===== src/rtl/busrel_pkg.sv =====
package busrel_pkg;

  typedef enum logic [2:0] {
    ST_OWN        = 3'd0,
    ST_WAIT_HOLD  = 3'd1,
    ST_HOLD       = 3'd2,
    ST_WAIT_AHOLD = 3'd3,
    ST_AHOLD      = 3'd4,
    ST_BACKOFF    = 3'd5
  } relState_t;

  typedef struct packed {
    logic ackNext;
    logic addrOffNext;
    logic restOffNext;
    logic abortNext;
    logic restartNext;
    logic inqErrNext;
  } relStrobe_t;

  localparam int STROBE_W = $bits(relStrobe_t);

endpackage


===== src/rtl/busrel_ctrl.sv =====
module busrel_ctrl
  import busrel_pkg::*;
(
  input  logic       clk,
  input  logic       rstN,
  input  logic       holdReq,
  input  logic       addrHoldReq,
  input  logic       backoffN,
  input  logic       stopGrant,
  input  logic       cycStartReq,
  input  logic       cycActive,
  input  logic       cycDone,
  output relStrobe_t strobes,
  output logic       startGrant
);

  relState_t state, nextState;
  logic      busy, aholdEff, enterAbort, pendRestart;

  always_comb begin
    busy     = cycActive && !cycDone && (state != ST_BACKOFF);
    aholdEff = addrHoldReq && !stopGrant;
    if (!backoffN)     nextState = ST_BACKOFF;
    else if (holdReq)  nextState = busy ? ST_WAIT_HOLD : ST_HOLD;
    else if (aholdEff) nextState = busy ? ST_WAIT_AHOLD : ST_AHOLD;
    else               nextState = ST_OWN;
    enterAbort = (nextState == ST_BACKOFF) && busy;
  end

  always_comb begin
    strobes.ackNext     = (nextState == ST_HOLD);
    strobes.addrOffNext = (nextState == ST_HOLD) || (nextState == ST_AHOLD) ||
                          (nextState == ST_BACKOFF);
    strobes.restOffNext = (nextState == ST_HOLD) || (nextState == ST_BACKOFF);
    strobes.abortNext   = enterAbort;
    strobes.restartNext = (nextState == ST_OWN) && pendRestart;
    strobes.inqErrNext  = addrHoldReq && stopGrant;
  end

  assign startGrant = cycStartReq && (state == ST_OWN) && backoffN &&
                      !holdReq && !aholdEff;

  always_ff @(posedge clk or negedge rstN) begin
    if (!rstN) begin
      state       <= ST_OWN;
      pendRestart <= 1'b0;
    end else begin
      state <= nextState;
      if (enterAbort)                pendRestart <= 1'b1;
      else if (nextState == ST_OWN)  pendRestart <= 1'b0;
    end
  end

  // a busy cycle defers the hold acknowledge
  p_hold_waits_r1: assert property (@(posedge clk) disable iff (!rstN)
    (state == ST_OWN && backoffN && holdReq && cycActive && !cycDone)
      |=> (state == ST_WAIT_HOLD));

  // address-hold also lets the cycle finish
  p_ahold_waits_r3: assert property (@(posedge clk) disable iff (!rstN)
    (state == ST_OWN && backoffN && !holdReq && addrHoldReq && !stopGrant &&
     cycActive && !cycDone) |=> (state == ST_WAIT_AHOLD));

  // the engine starts only while the bus is owned
  p_grant_owned_r8: assert property (@(posedge clk) disable iff (!rstN)
    startGrant |-> (state == ST_OWN));

  // a restart is a single pulse
  p_restart_single_r5: assert property (@(posedge clk) disable iff (!rstN)
    strobes.restartNext |=> !strobes.restartNext);

endmodule


===== src/rtl/busrel_dp.sv =====
module busrel_dp
  import busrel_pkg::*;
(
  input  logic       clk,
  input  logic       rstN,
  input  relStrobe_t strobes,
  output logic       holdAck,
  output logic       addrOe,
  output logic       dataOe,
  output logic       ctrlOe,
  output logic       abortStb,
  output logic       restartReq,
  output logic       inquireErr
);

  logic addrOffR, restOffR;

  always_ff @(posedge clk or negedge rstN) begin
    if (!rstN) begin
      holdAck    <= 1'b0;
      addrOffR   <= 1'b0;
      restOffR   <= 1'b0;
      abortStb   <= 1'b0;
      restartReq <= 1'b0;
      inquireErr <= 1'b0;
    end else begin
      holdAck    <= strobes.ackNext;
      addrOffR   <= strobes.addrOffNext;
      restOffR   <= strobes.restOffNext;
      abortStb   <= strobes.abortNext;
      restartReq <= strobes.restartNext;
      inquireErr <= strobes.inqErrNext;
    end
  end

  assign addrOe = !addrOffR;
  assign dataOe = !restOffR;
  assign ctrlOe = !restOffR;

  // acknowledge only with every pin group floated
  p_ack_float_r2: assert property (@(posedge clk) disable iff (!rstN)
    holdAck |-> (!addrOe && !dataOe && !ctrlOe));

  // address-only float keeps control driven and no acknowledge
  p_addr_only_r3: assert property (@(posedge clk) disable iff (!rstN)
    (!addrOe && dataOe) |-> (ctrlOe && !holdAck));

endmodule


===== src/rtl/busReleaseArb.sv =====
module busReleaseArb
  import busrel_pkg::*;
(
  input  logic clk,
  input  logic rstN,
  input  logic holdReq,
  input  logic addrHoldReq,
  input  logic backoffN,
  input  logic stopGrant,
  input  logic cycStartReq,
  input  logic cycActive,
  input  logic cycDone,
  output logic startGrant,
  output logic holdAck,
  output logic addrOe,
  output logic dataOe,
  output logic ctrlOe,
  output logic abortStb,
  output logic restartReq,
  output logic inquireErr
);

  relStrobe_t strobes;

  busrel_ctrl u_ctrl (
    .clk        (clk),
    .rstN       (rstN),
    .holdReq    (holdReq),
    .addrHoldReq(addrHoldReq),
    .backoffN   (backoffN),
    .stopGrant  (stopGrant),
    .cycStartReq(cycStartReq),
    .cycActive  (cycActive),
    .cycDone    (cycDone),
    .strobes    (strobes),
    .startGrant (startGrant)
  );

  busrel_dp u_dp (
    .clk       (clk),
    .rstN      (rstN),
    .strobes   (strobes),
    .holdAck   (holdAck),
    .addrOe    (addrOe),
    .dataOe    (dataOe),
    .ctrlOe    (ctrlOe),
    .abortStb  (abortStb),
    .restartReq(restartReq),
    .inquireErr(inquireErr)
  );

  // backoff floats everything on the next edge
  p_backoff_float_r4: assert property (@(posedge clk) disable iff (!rstN)
    !backoffN |=> (!addrOe && !dataOe && !ctrlOe && !holdAck));

  // backoff outranks hold
  p_prio_r7: assert property (@(posedge clk) disable iff (!rstN)
    (holdReq && !backoffN) |=> !holdAck);

  // inquiry during stop-grant is flagged
  p_stopgrant_flag_r6: assert property (@(posedge clk) disable iff (!rstN)
    (stopGrant && addrHoldReq) |=> inquireErr);

  // releasing hold restores the bus on one edge
  p_release_r9: assert property (@(posedge clk) disable iff (!rstN)
    (holdAck && !holdReq && backoffN && !addrHoldReq)
      |=> (!holdAck && addrOe && dataOe && ctrlOe));

endmodule


===== config.mk =====
export PLATFORM = sky130hd
export DESIGN_NAME = busReleaseArb
export DESIGN_NICKNAME = d
export VERILOG_FILES = /design/src/rtl/busrel_pkg.sv /design/src/rtl/busrel_ctrl.sv /design/src/rtl/busrel_dp.sv /design/src/rtl/busReleaseArb.sv
export SDC_FILE = /design/constraint.sdc
export NUM_CORES = 1
export LEC_CHECK = 0
export BUFFER_PORTS_ARGS = -buffer_cell sky130_fd_sc_hd__buf_2
export CORE_AREA = 2 2 39 41
export CTS_CLUSTER_SIZE = 12
export DETAILED_ROUTE_END_ITERATION = 6
export DIE_AREA = 0 0 41 43
export SLEW_MARGIN = 20
export SYNTH_ARGS = -nofsm -noshare
export SYNTH_HDL_FRONTEND = slang
export SYNTH_SLANG_ARGS = --single-unit

===== constraint.sdc =====
create_clock -name clk -period 0.9 [get_ports clk]
set_clock_uncertainty 0.1 [all_clocks]
set_input_delay 0.045 -clock clk [delete_from_list [all_inputs] [get_ports clk]]
set_output_delay 0.045 -clock clk [all_outputs]
set_load 0.05 [all_outputs]

==> flow_metrics.tcl <==
set metrics [dict create \
    status "finished, violations left" \
    failed_checks "negative setup slack" \
    start_kind "flip-flop" \
    numPortBuffers 16 \
    highest-signal-layer "met4" \
    intPower_mw 0.748 \
    vias 360 \
    cts.sinks 10 \
    tightest_slew_ns 0.288 \
    seqCellArea_um2 250 \
    h-tree-depth 1 \
    hold_violations 0 \
    clock_latency_ns 0.26 \
    netSwitchingPower_mw 0.300 \
    ys_top_cells_by_count "dfrtp_1 (10), inv_1 (4), nor2_1 (3)" \
    cp.required_ns 0.75 \
    r2r_end "u_ctrl.state[1]$_DFF_PN0_" \
    fill_cells 138 \
    overflow 0 \
    synth_area_um2 425 \
    async_flop_share 1.00 \
    finalSetupViolCount 16 \
    grt_pass1_vias 310 \
    slowest_stage "dfrtp_1" \
    final_layout_size_suffix_gt1_frac 0.540 \
    yosysTopAreaCell "dfrtp_1" \
    arrival_ns 1.10 \
    synth.top_cell.area_share 0.588 \
    viasPerCell 4.56 \
    drt-met1-wl_um 317 \
    ys_ff_latch 10 \
    synthDistinctLibCells 21 \
    start_util 0.307 \
    post-route-util 0.495 \
    dieHeight_um 43 \
    routed_wirelength_um 769 \
    grt_max_degree 11 \
    avgRoutedWirePerCell_um 9.73 \
    cts_root_buffer "clkbuf_4" \
    powerDensity_nw_per_um2 1530 \
    timing.setup.tns_ns -1.89 \
    min_period_ns 1.25 \
    rr_worst_depth 3 \
    diodes 0 \
    cpPeakStageDelay_ns 0.38 \
    first_pass_iters 4 \
    clk_pin_slew_ns 0.06 \
    clockBufferDepth 2 \
    p_comb_frac 0.251 \
    wl_met2_um 410 \
    drv_cap 0 \
    drv_slew 0 \
    end_kind "output port" \
    route.detailed.drc 0 \
    die_area_um2 1760 \
    grt_pass1_wl_um 1280 \
    power_mw 1.05 \
    synthToLayoutAreaGrowth_pct 60.9 \
    design.core.area_um2 1380 \
    seq_power_share 0.473 \
    slew_headroom 0.806 \
    pre_cts_ws_ns -0.168 \
    regToRegSetupSlack_ns -0.24 \
    ys_seq_area_frac 0.588 \
    cts_buffers 3 \
    num_rows 14 \
    synth_edf_count 0 \
    min_path_cells 3 \
    gp_routability_congestion 0.782 \
    fmaxAchievable_ghz 0.802 \
    leakagePower_nw 0.338 \
    fin_crit_sh 1.39 \
    cp_max_fo 2 \
    drt_iter0_drc 9 \
    yosysMostFrequentCell "dfrtp_1" \
    syn_nets 46 \
    final_nets 74 \
    crit_type "reg -> out" \
    worstReg2RegStart "u_ctrl.state[1]$_DFF_PN0_" \
    p_sw_frac 0.286 \
    ioPinCount 17 \
    holdWs_ns 0.000421 \
    grt_setup_unrepaired "true" \
    netlist_instances 37 \
    hold_start "holdReq" \
    cts_tree "yes" \
    synth_flop_cell "dfrtp_1" \
    finalWorstSetupSlack_ns -0.347 \
    yosys_warnings 0 \
    antenna_found_initial 0 \
    hp-class "in -> reg" \
    p_clk_frac 0.276 \
    ant_nets 0 \
    yosys-top-cells-area "dfrtp_1 (59%), nor3_4 (3.8%), inv_1 (3.5%), buf_6 (2.6%), nor2_1 (2.6%)" \
    die_x_um 41 \
    met3_length_um 29 \
    syn_avg_cell_area_um2 11.5 \
    multi_input_area_um2 154 \
    vdd_drop_max_v 0.000646 \
    holdPathEnd "u_dp.restartReq$_DFF_PN0_" \
    grt_usage 0.111 \
    path_cells "nor2_1, and4b_2, buf_8" \
]
kinds of logic after synthesis:
logic type / after synthesis / synth area share
buffers and inverters: 7 / 0.0941
DFF: 10 / 0.588
and+or+nand+nor: 12 / 0.185
AOI/OAI and AO/OA: 7 / 0.109
muxes: 1 / 0.0235
what timing repair did:
action	4_1_cts	5_1_grt
hold endpoints to repair	12	0
endpoints found under the setup margin	15	16
resized for setup	21	1
pin swaps	4	4
buffers inserted	1	0
hold buffers	3	0
sequential cells by signal, summed over array words and instances (netlist names):
| signal | count |
|---|---|
| u_dp.restOffR | 1 |
| u_ctrl.state | 3 |
| u_ctrl.pendRestart | 1 |
| u_dp.holdAck | 1 |
| u_dp.abortStb | 1 |
| u_dp.restartReq | 1 |
| u_dp.inquireErr | 1 |
| u_dp.addrOffR | 1 |
cell usage in the layout (no fill, tap or decap), types with 2 or more instances in the layout:
| cell | synthesis | layout |
|---|---|---|
| dfrtp_1 | 10 | 10 |
| buf_2 | 0 | 8 |
| buf_6 | 1 | 8 |
| buf_4 | 1 | 5 |
| inv_1 | 4 | 3 |
| nor2_1 | 3 | 3 |
| clkbuf_4 | 0 | 3 |
| dlygate4sd3_1 | 0 | 3 |
| nand2_1 | 2 | 2 |
final cells by class:
type,instances,share of cell area
inverters,5,0.0366
repair buffers,25,0.311
well taps,16,0.0293
clock buffers,3,0.0329
flip-flops and latches,10,0.366
multi-input cells,20,0.225
power by group through the flow:
stage	logic (mW)	registers [mW]	clock network, mW
after CTS	0.257	0.496	0.299
final	0.263	0.496	0.289
after floorplan	0.113	0.534	0
after global routing	0.283	0.499	0.317
after global placement	0.205	0.502	0
after detailed placement	0.207	0.502	0
critical path: cells and delay by family, from the launching register on:
family	cells	cell delay, ns
flops	1	0.38
simple gates	2	0.32
buf+inv	1	0.15
per-layer routing:
metal	track usage	vias to the layer above
met4	0.100	0
met2	0.147	15
li1	-	176
met1	0.148	167
met3	0.0157	2
met5	0	-
worst max path at each step:
stage | endpoint | from | depth (start not counted) | slack, ns
final | startGrant | u_ctrl.state[0]$_DFF_PN0_ | 3 | -0.35
after global routing | startGrant | u_ctrl.state[0]$_DFF_PN0_ | 3 | -0.40
after CTS | startGrant | u_ctrl.state[2]$_DFF_PN0_ | 3 | -0.35
after detailed placement | startGrant | u_ctrl.state[0]$_DFF_PN0_ | 3 | -0.17
after global placement | startGrant | addrHoldReq | 5 | -0.16
after floorplan | dataOe | u_dp.restOffR$_DFF_PN0_ | 2 | -0.1
stage by stage:
step / area, µm² / instances
floorplan: 434 / 37
global placement: 549 / 72
detailed placement: 549 / 72
CTS: 678 / 79
global route: 684 / 79
finish: 684 / 79
Power figures use the tool's default switching activity.
